[src/rtl/regpkt_pkg.sv]
package regpkt_pkg;
    localparam int unsigned WORD_W_DEF   = 32;
    localparam int unsigned IDX_W_DEF    = 8;
    localparam int unsigned SLOTS_DEF    = 4;
    localparam int unsigned ADDR_W_DEF   = 14;
    localparam logic [13:0] BANK_LO_BASE = 14'h1C00;
    localparam logic [13:0] BANK_HI_BASE = 14'h2C00;
    localparam logic [7:0]  FILLER_IDX   = 8'h15;

    typedef enum logic {
        PH_HEADER = 1'b0,
        PH_DATA   = 1'b1
    } phase_e;
endpackage

[src/rtl/regpkt_addr_decode.sv]
module regpkt_addr_decode #(
    parameter int unsigned      IDX_W   = 8,
    parameter int unsigned      ADDR_W  = 14,
    parameter logic [ADDR_W-1:0] LO_BASE = 14'h1C00,
    parameter logic [ADDR_W-1:0] HI_BASE = 14'h2C00,
    parameter logic [IDX_W-1:0]  PAD_IDX = 8'h15
) (
    input  logic [IDX_W-1:0]  idx,
    output logic [ADDR_W-1:0] addr,
    output logic              is_pad
);
    localparam int unsigned OFS_W = IDX_W - 1;

    logic [ADDR_W-1:0] base;
    logic [ADDR_W-1:0] offset;

    always_comb begin
        base   = idx[IDX_W-1] ? HI_BASE : LO_BASE;
        offset = '0;
        offset[OFS_W+1:2] = idx[OFS_W-1:0];
        addr   = base + offset;
        is_pad = (idx == PAD_IDX);
    end
endmodule

[src/rtl/regpkt_wr_stage.sv]
module regpkt_wr_stage #(
    parameter int unsigned ADDR_W = 14,
    parameter int unsigned DATA_W = 32
) (
    input  logic              clk,
    input  logic              rst_n,
    input  logic              load,
    input  logic [ADDR_W-1:0] load_addr,
    input  logic [DATA_W-1:0] load_data,
    output logic              can_load,
    output logic              out_valid,
    input  logic              out_ready,
    output logic [ADDR_W-1:0] out_addr,
    output logic [DATA_W-1:0] out_data
);
    typedef struct packed {
        logic              valid;
        logic [ADDR_W-1:0] addr;
        logic [DATA_W-1:0] data;
    } stage_t;

    stage_t st_d, st_q;

    always_comb begin
        st_d = st_q;
        if (st_q.valid && out_ready) begin
            st_d.valid = 1'b0;
        end
        if (load) begin
            st_d.valid = 1'b1;
            st_d.addr  = load_addr;
            st_d.data  = load_data;
        end
    end

    always_ff @(posedge clk) begin
        if (!rst_n) begin
            st_q <= '0;
        end else begin
            st_q <= st_d;
        end
    end

    assign can_load  = !st_q.valid || out_ready;
    assign out_valid = st_q.valid;
    assign out_addr  = st_q.addr;
    assign out_data  = st_q.data;

    // a stalled write keeps its contents
    assert_hold_stable_R7: assert property (@(posedge clk) disable iff (!rst_n)
        (out_valid && !out_ready) |=> (out_valid && $stable(out_addr) && $stable(out_data)));

    // the parser never loads into a stalled stage
    assert_no_overwrite_R6: assert property (@(posedge clk) disable iff (!rst_n)
        load |-> (!out_valid || out_ready));
endmodule

[src/rtl/regpkt_unpacker.sv]
module regpkt_unpacker
    import regpkt_pkg::*;
#(
    parameter int unsigned WORD_W = WORD_W_DEF,
    parameter int unsigned IDX_W  = IDX_W_DEF,
    parameter int unsigned SLOTS  = SLOTS_DEF,
    parameter int unsigned ADDR_W = ADDR_W_DEF
) (
    input  logic              clk,
    input  logic              rst_n,
    input  logic              in_valid,
    output logic              in_ready,
    input  logic [WORD_W-1:0] in_word,
    output logic              wr_valid,
    input  logic              wr_ready,
    output logic [ADDR_W-1:0] wr_addr,
    output logic [WORD_W-1:0] wr_data,
    output logic              idle
);
    localparam int unsigned HDR_W  = SLOTS * IDX_W;
    localparam int unsigned SLOT_W = (SLOTS > 1) ? $clog2(SLOTS) : 1;
    localparam logic [SLOT_W-1:0] LAST_SLOT = SLOT_W'(SLOTS - 1);

    typedef struct packed {
        phase_e             phase;
        logic [SLOT_W-1:0]  slot;
        logic [HDR_W-1:0]   hdr;
    } parse_t;

    parse_t ps_d, ps_q;

    logic [ADDR_W-1:0] slot_addr [SLOTS];
    logic [SLOTS-1:0]  slot_pad;
    logic              stage_free;
    logic              accept;
    logic              load;
    logic [ADDR_W-1:0] sel_addr;
    logic              sel_pad;

    // every header byte is decoded in parallel; the slot counter picks one
    for (genvar k = 0; k < SLOTS; k++) begin : g_dec
        regpkt_addr_decode #(
            .IDX_W   (IDX_W),
            .ADDR_W  (ADDR_W),
            .LO_BASE (ADDR_W'(BANK_LO_BASE)),
            .HI_BASE (ADDR_W'(BANK_HI_BASE)),
            .PAD_IDX (IDX_W'(FILLER_IDX))
        ) u_dec (
            .idx    (ps_q.hdr[k*IDX_W +: IDX_W]),
            .addr   (slot_addr[k]),
            .is_pad (slot_pad[k])
        );
    end

    always_comb begin
        sel_addr = slot_addr[0];
        sel_pad  = slot_pad[0];
        for (int k = 0; k < SLOTS; k++) begin
            if (ps_q.slot == SLOT_W'(k)) begin
                sel_addr = slot_addr[k];
                sel_pad  = slot_pad[k];
            end
        end
    end

    assign in_ready = stage_free;
    assign accept   = in_valid && in_ready;

    always_comb begin
        ps_d = ps_q;
        load = 1'b0;
        if (accept) begin
            if (ps_q.phase == PH_HEADER) begin
                ps_d.hdr   = ps_q.hdr;
                ps_d.hdr   = in_word[HDR_W-1:0];
                ps_d.slot  = '0;
                ps_d.phase = PH_DATA;
            end else begin
                load = !sel_pad;
                if (ps_q.slot == LAST_SLOT) begin
                    ps_d.slot  = '0;
                    ps_d.phase = PH_HEADER;
                end else begin
                    ps_d.slot = ps_q.slot + 1'b1;
                end
            end
        end
    end

    always_ff @(posedge clk) begin
        if (!rst_n) begin
            ps_q <= '{phase: PH_HEADER, slot: '0, hdr: '0};
        end else begin
            ps_q <= ps_d;
        end
    end

    regpkt_wr_stage #(
        .ADDR_W (ADDR_W),
        .DATA_W (WORD_W)
    ) u_stage (
        .clk       (clk),
        .rst_n     (rst_n),
        .load      (load),
        .load_addr (sel_addr),
        .load_data (in_word),
        .can_load  (stage_free),
        .out_valid (wr_valid),
        .out_ready (wr_ready),
        .out_addr  (wr_addr),
        .out_data  (wr_data)
    );

    assign idle = (ps_q.phase == PH_HEADER) && !wr_valid;

    // every presented address falls in one of the two windows
    assert_addr_window_R3: assert property (@(posedge clk) disable iff (!rst_n)
        wr_valid |-> (wr_addr[1:0] == 2'b00) &&
                     ((wr_addr >= ADDR_W'(BANK_LO_BASE) && wr_addr <= ADDR_W'(BANK_LO_BASE) + ADDR_W'(511)) ||
                      (wr_addr >= ADDR_W'(BANK_HI_BASE) && wr_addr <= ADDR_W'(BANK_HI_BASE) + ADDR_W'(511))));

    // the filler address never reaches the port
    assert_no_filler_R5: assert property (@(posedge clk) disable iff (!rst_n)
        wr_valid |-> (wr_addr != ADDR_W'(BANK_LO_BASE) + ADDR_W'({FILLER_IDX[6:0], 2'b00})));

    // input is held back while the port is stalled
    assert_backpressure_R6: assert property (@(posedge clk) disable iff (!rst_n)
        (wr_valid && !wr_ready) |-> !in_ready);

    // a header accepted makes the block busy on the next cycle
    assert_busy_after_hdr_R9: assert property (@(posedge clk) disable iff (!rst_n)
        (accept && idle) |=> !idle);

    // the header phase is left only by an accepted word
    assert_phase_move_R1: assert property (@(posedge clk) disable iff (!rst_n)
        !accept |=> $stable(ps_q.phase));
endmodule

[config.mk]
export PLATFORM = sky130hd
export DESIGN_NAME = regpkt_unpacker
export DESIGN_NICKNAME = d
export VERILOG_FILES = /design/src/rtl/regpkt_pkg.sv /design/src/rtl/regpkt_addr_decode.sv /design/src/rtl/regpkt_wr_stage.sv /design/src/rtl/regpkt_unpacker.sv
export SDC_FILE = /design/constraint.sdc
export NUM_CORES = 1
export LEC_CHECK = 0
export BUFFER_PORTS_ARGS = -buffer_cell sky130_fd_sc_hd__buf_2
export CAP_MARGIN = 20
export CORE_MARGIN = 8
export CORE_UTILIZATION = 50
export DETAILED_ROUTE_END_ITERATION = 8
export PLACE_DENSITY = 0.86
export SLEW_MARGIN = 20
export SYNTH_ARGS = -nofsm -noshare
export SYNTH_HDL_FRONTEND = slang
export SYNTH_SLANG_ARGS = --single-unit
export TNS_END_PERCENT = 30
[constraint.sdc]
create_clock -name clk -period 5 [get_ports clk]
set_input_delay 0.25 -clock clk [delete_from_list [all_inputs] [get_ports clk]]
set_output_delay 0.25 -clock clk [all_outputs]
set_load 0.02 [all_outputs]
* Word-level counts from Yosys, hierarchy flattened
Index checks and enable logic that the tools add are counted.
** Storage, ports and cells
- Register bits after elaboration :: 82
- Input port bits :: 36
- Output and inout port bits :: 49
- Word-level logic and storage cells :: 44
** Operators by class
- Add/subtract/negate cells :: 5
- Equality and inequality tests :: 7
- Mux-type cells :: 17
- Bitwise logic cells :: 1
- Reduce and logical (&&, ||, !) cells :: 8
** Operators with widths (count)
- $mux W14 :: 7
- $add A14 B9 Y14 :: 4
- $mux W47 :: 1
- $eq A8 B5 Y1 const B :: 4
- $mux W1 :: 7
- $eq A2 B2 Y1 const B :: 2
- $logic_and A1 B1 Y1 :: 3
- $mux W3 :: 1
- $add A2 B1 Y2 const B :: 1
- $eq A2 B1 Y1 const B :: 1
- $logic_not A1 Y1 :: 2
- $mux W2 :: 1
- $reduce_and A2 Y1 :: 1
- $reduce_bool A2 Y1 :: 1
- $logic_or A1 B1 Y1 :: 1
- $not A1 Y1 :: 1

* Longest topological paths before layout
- Depth after elaboration :: 8
- Gate-level depth with buffers :: 10
- Depth with buffers taken out :: 7

* Hierarchy
From an unflattened synthesis, not the netlist that was laid out.
** Unflattened totals
- Cells, all modules :: 454
- Area, all modules :: 4207.8 sq um
** Modules (own cells, without submodules)
- regpkt_unpacker :: times used 1, cells an instance 226, area an instance 1871.8 sq um, sequential area each 700.7 sq um
- regpkt_wr_stage :: times used 1, cells an instance 152, area an instance 1805.5 sq um, sequential area each 940.9 sq um
- regpkt_addr_decode :: times used 4, cells an instance 19, area an instance 132.6 sq um, sequential area each 0.0 sq um

* Worst setup path before layout
No wires, ideal clock.
- Path type :: register -> register
- Start :: register ps_q[33] (netlist name)
- End :: register u_stage.st_q (netlist bit u_stage.out_data[1])
- Setup time :: 117 ps
- Arrival :: 2048 ps
- Required time :: 4883 ps
- Slack :: 2835 ps
- Stages on the path, launching flop included :: 11
- Path buffers :: 3
- Period minus slack after synthesis :: 2165 ps
- Cell sequence :: dfxtp_1 > inv_1 > ha_1 > buf_6 > mux2_1 > mux2i_1 > a41o_1 > a31oi_2 > buf_6 > buf_6 > a22o_1
** Between the ends
- Cells in the longest elaborated chain, start to end :: 7
- Elaborated cells between the ends (all ways) :: 9
- Those cells by class :: eq/ne (3); mux (5); reduce/logical (1)
** RTL lines
- start, declared :: line regpkt_unpacker.sv:30 : parse_t ps_d, ps_q;
- start signal, assigned :: line regpkt_unpacker.sv:92 : ps_q <= '{phase: PH_HEADER, slot: '0, hdr: '0};
- start signal, assigned :: line regpkt_unpacker.sv:94 : ps_q <= ps_d;
- $eq A2 B1 Y1 :: line regpkt_unpacker.sv:59 : if (ps_q.slot == SLOT_W'(k)) begin
- $mux W1 (2 in a row) :: line regpkt_unpacker.sv:59
- $mux W1 * :: line regpkt_unpacker.sv:59
- $logic_not A1 Y1 * :: line regpkt_unpacker.sv:79 : load = !sel_pad;
- $mux W1 * :: line regpkt_unpacker.sv:73 : if (ps_q.phase == PH_HEADER) begin
- $mux W1 * :: line regpkt_unpacker.sv:72 : if (accept) begin
- end signal, assigned :: line regpkt_wr_stage.sv:40 : st_q <= st_d;
- end, declared :: line regpkt_wr_stage.sv:22 : stage_t st_d, st_q;
Mark *: on every way between the ends. The rest lies on a longest branch, timed or not.
A chain may end at the register's enable or synchronous reset.

* Final worst setup path
- Start :: register ps_q[32] (netlist name)
- End :: register u_stage.st_q (netlist bit u_stage.out_data[28])
Same word-level chain as after synthesis.

==> results.txt <==
- Number of max-cap violations: 0
- The tree is rooted in a sky130_fd_sc_hd__clkbuf_8.
- Share of the yosys chip area belonging to registers: 49.6%
- In this run the worst hold path is classified as in2reg.
- Headroom to the max-slew limit came out at 54.3%.
- RSZ-0062 raised after global routing: false
- Antenna cells: 0
- Boundary pin count: 85
* Pin slew with the least headroom to its limit: 685 ps
* Area contributors post-synth: sky130_fd_sc_hd__dfxtp_1 (50%), sky130_fd_sc_hd__a22o_1 (10%), sky130_fd_sc_hd__nand2_1 (8.2%), sky130_fd_sc_hd__a21boi_0 (7.9%), sky130_fd_sc_hd__buf_6 (2.5%)
* Core Footprint: 0.00620 mm2
- Unique masters post-synth: 41
- Power spread over the standard cell area amounts to 345 mW/mm2.
- The initial utilization of the core area, before any placement, comes to 50.7%.
- Max Clock Freq: 312 MHz
* Cell chain of the critical path: ha_1 -> nor2_1 -> a221oi_2 -> nor3b_4 -> a32o_1 -> buf_4 -> a22o_1
- Net switching power: 0.343 mW
- Average detailed-routed wire length per instance: 15.6 um
* DRC marker count from the first detailed-route iteration: 130
- Worst setup slack after layout: 1800 ps
* Static leakage: 1.67 nW
- Between clock sinks in the finished design, the worst skew comes to 7.97 ps.
- Required arrival time at the worst endpoint: 5290 ps
- Summed instance area of the synthesized netlist: 0.00315 mm2
- The number of antenna violations at the first check in global routing came to 0.
- Vias per std cell: 5.35
- On the worst path, the slowest cell contributes a delay of 670 ps.
- Data on the critical path arrives at its endpoint at 3490 ps.
- Global Route Usage Sum: 17.3%
* Clock share of power: 35.9%
* Sequential cell fraction of total power: 52.3%
- Net switching is 26.6% of the power.
- Crit start category: register
- The biggest area contributor in the post-synthesis netlist is sky130_fd_sc_hd__dfxtp_1.
* Gate count after technology mapping: 323
- Die width: 95.3 um
- The synthesized design contains 0 enable-type register cells.
* Post-CTS Hold Fix Bufs: 0
- Clock tree synthesis found a total of 78 sinks.
- Area fraction of the dominant cell type after synthesis: 49.6%
- Post-route minimum period: 3200 ps
- Post-detailed-routing wire length: 7390 um
- The total overflow left after global routing is 0.
- Entering global routing, the biggest net connects 45 pins.
- The HPWL after detailed placement is 5430 um.
* Clock tree from TritonCTS: done
- The first global-routing pass estimated 12,400 um of wire.
- Crit. End Element: register
* Insertion delay to the later sink of the worst-skew pair: 350 ps
* Die area: 0.00909 mm2
- The internal power of the cells totals 0.944 mW.
- The number of pins with negative max-slew slack in the final report was 0.
* Number of buffers added on ports: 81
- Result of the run: completed
- ANT nets after route: 0
* Die outline height: 95.3 um
- In this run the worst path has a maximum fanout of 21.
- Number of optimization iterations in the first detailed-route pass: 4
- Dividing the final minimum period by the clock period gives 64.0%.
- DRC: 0
- The slowest stage of the critical path belongs to the cell sky130_fd_sc_hd__a32o_1.
* FP Rows: 29
- Final count of hold timing violations: 0
- Clock buffer count from CTS: 9
- The congestion estimate from routability-driven global placement came to 0.860.
- Setup fix buffers added after clock tree synthesis: 0
- Number of levels in the clock H-tree: 3
- The share of total power dissipated in combinational logic is 11.9%.
- Detailed routing inserted a total of 2,537 vias.
* Post-Synthesis Mean Instance Area: 9.74 um2
* Via count of the first global-routing pass: 2,576
* Worst Setup Path Type: reg2reg
* Clock transition at the register clock pins on the worst setup and hold paths after CTS: 80 ps
- In this run the deepest clock path goes through 2 buffers.
* Top flip-flop cell by instance count after synthesis: sky130_fd_sc_hd__dfxtp_1
- Resize count post-CTS: 0
- From synthesis to final layout, the design area changed by 18.5%.
- Synthesis inferred 78 register bits.
- Share of flip-flops with an asynchronous set or reset after synthesis: 0%
- Fraction of final layout cells with drive strength greater than 1: 27.5%
- Yosys printed 0 warnings.
- The final layout contains 432 nets.
* Max VDD drop: 178 uV
- Final setup violation count: 0
* Total Neg Setup Slack: 0 ps
- Pre-CTS worst setup slack: 1810 ps
area by class of cell:
cell class	instances	area (um2)
clock buffers	9	124
clock inverters	7	72.6
fillers	545	2480
inverters	8	30.0
multi-input cells	212	1400
flip-flops and latches	78	1560
well taps	77	96.3
repair buffers	83	440
path summary, 6_finish.rpt:
path	start	to	slack, ps	cells past startpoint
max	ps_q[32]	u_stage.out_data[28]	1800	7
min reg2reg	ps_q[19]	ps_q[19]	470	2
max reg2reg	ps_q[32]	u_stage.out_data[28]	1800	7
min	in_word[7]	u_stage.out_data[7]	130	2
stage by stage:
step	cell area, um2	cells	power (mW)	hold slack [ps]	utilization, %
2_1_floorplan	3150	325	0.789	383	-
3_3_place_gp	3500	457	0.834	445	56.4
3_5_place_dp	3500	457	0.839	452	56.5
4_1_cts	3700	473	1.30	116	59.6
5_1_grt	3730	474	1.35	124	60.1
6_report	3730	474	1.29	132	60.1
power by group through the flow:
| stage | Combinational [mW] | Clock [mW] | Sequential, mW |
|---|---|---|---|
| after CTS | 0.153 | 0.470 | 0.673 |
| after global routing | 0.170 | 0.499 | 0.677 |
| final | 0.153 | 0.461 | 0.673 |
| after global placement | 0.149 | 0 | 0.685 |
| after detailed placement | 0.153 | 0 | 0.687 |
| after floorplan | 0.0905 | 0 | 0.699 |
Yosys cell counts, types with 2 or more instances:
cell / n
sky130_fd_sc_hd__dfxtp_1: 78
sky130_fd_sc_hd__nand4_1: 2
sky130_fd_sc_hd__clkbuf_1: 11
sky130_fd_sc_hd__a31oi_1: 3
sky130_fd_sc_hd__nand3_1: 2
sky130_fd_sc_hd__mux2_2: 2
sky130_fd_sc_hd__o21ai_0: 4
sky130_fd_sc_hd__a21oi_1: 4
sky130_fd_sc_hd__inv_1: 8
sky130_fd_sc_hd__a21boi_0: 33
sky130_fd_sc_hd__buf_6: 7
sky130_fd_sc_hd__nor2b_1: 5
sky130_fd_sc_hd__nand2_1: 69
sky130_fd_sc_hd__a21o_1: 4
sky130_fd_sc_hd__buf_2: 5
sky130_fd_sc_hd__and3_1: 3
sky130_fd_sc_hd__nand2b_1: 3
sky130_fd_sc_hd__buf_4: 4
sky130_fd_sc_hd__nor2_1: 6
sky130_fd_sc_hd__ha_1: 4
sky130_fd_sc_hd__mux2i_1: 7
sky130_fd_sc_hd__a22o_1: 37
sky130_fd_sc_hd__nor3b_1: 4
cells in the final DEF, fill, tap and decap left out, drive strengths merged, types with 3 or more instances in the layout:
cell type and n:
buf 83, a22o 37, nor3b 5, clkinv 3, a21o 4, nor2b 5
a21boi 33, dfxtp 78, a21oi 4, ha 4, conb 3, nor2 6
o21ai 4, clkbuf 9, a31oi 4, mux2 3, nand2 69, nand2b 3
inv 9, and3 3, mux2i 7
state kept, by name (all words and copies together) (netlist names):
signal             count
u_stage.out_valid      1
u_stage.out_addr      10
u_stage.out_data      32
ps_q                  35
routing by layer:
metal  part of all wire [%]  vias to the layer above  track usage [%]
li1                       -                     1262                -
met1                     47                     1184             22.9
met2                     45                       85             26.4
met3                    6.3                        6             4.33
met4                    1.3                        0             7.02
met5                      0                        -                0
cell families (layout without fill, tap and decap cells):
| kind of cell | after synthesis | count (layout) | synth area share, % |
|---|---|---|---|
| AO/OA/AOI/OAI | 96 | 96 | 24.6 |
| multiplexers | 10 | 10 | 3.30 |
| other | 1 | 3 | 0.119 |
| AND/OR/NAND/NOR | 99 | 99 | 14.3 |
| flip-flops | 78 | 78 | 49.6 |
| adder cells (fa/ha/maj) | 4 | 4 | 1.59 |
| buffers and inverters | 35 | 107 | 6.52 |
critical path: cells and delay by family (launching register included):
kind / cells / cell delay (ps)
AO/OA/AOI/OAI: 3 / 1160
adder cells (fa/ha/maj): 1 / 620
AND/OR/NAND/NOR: 2 / 550
flip-flops: 1 / 420
buffers and inverters: 1 / 380
No activity file was read; power rests on OpenSTA's default activity.
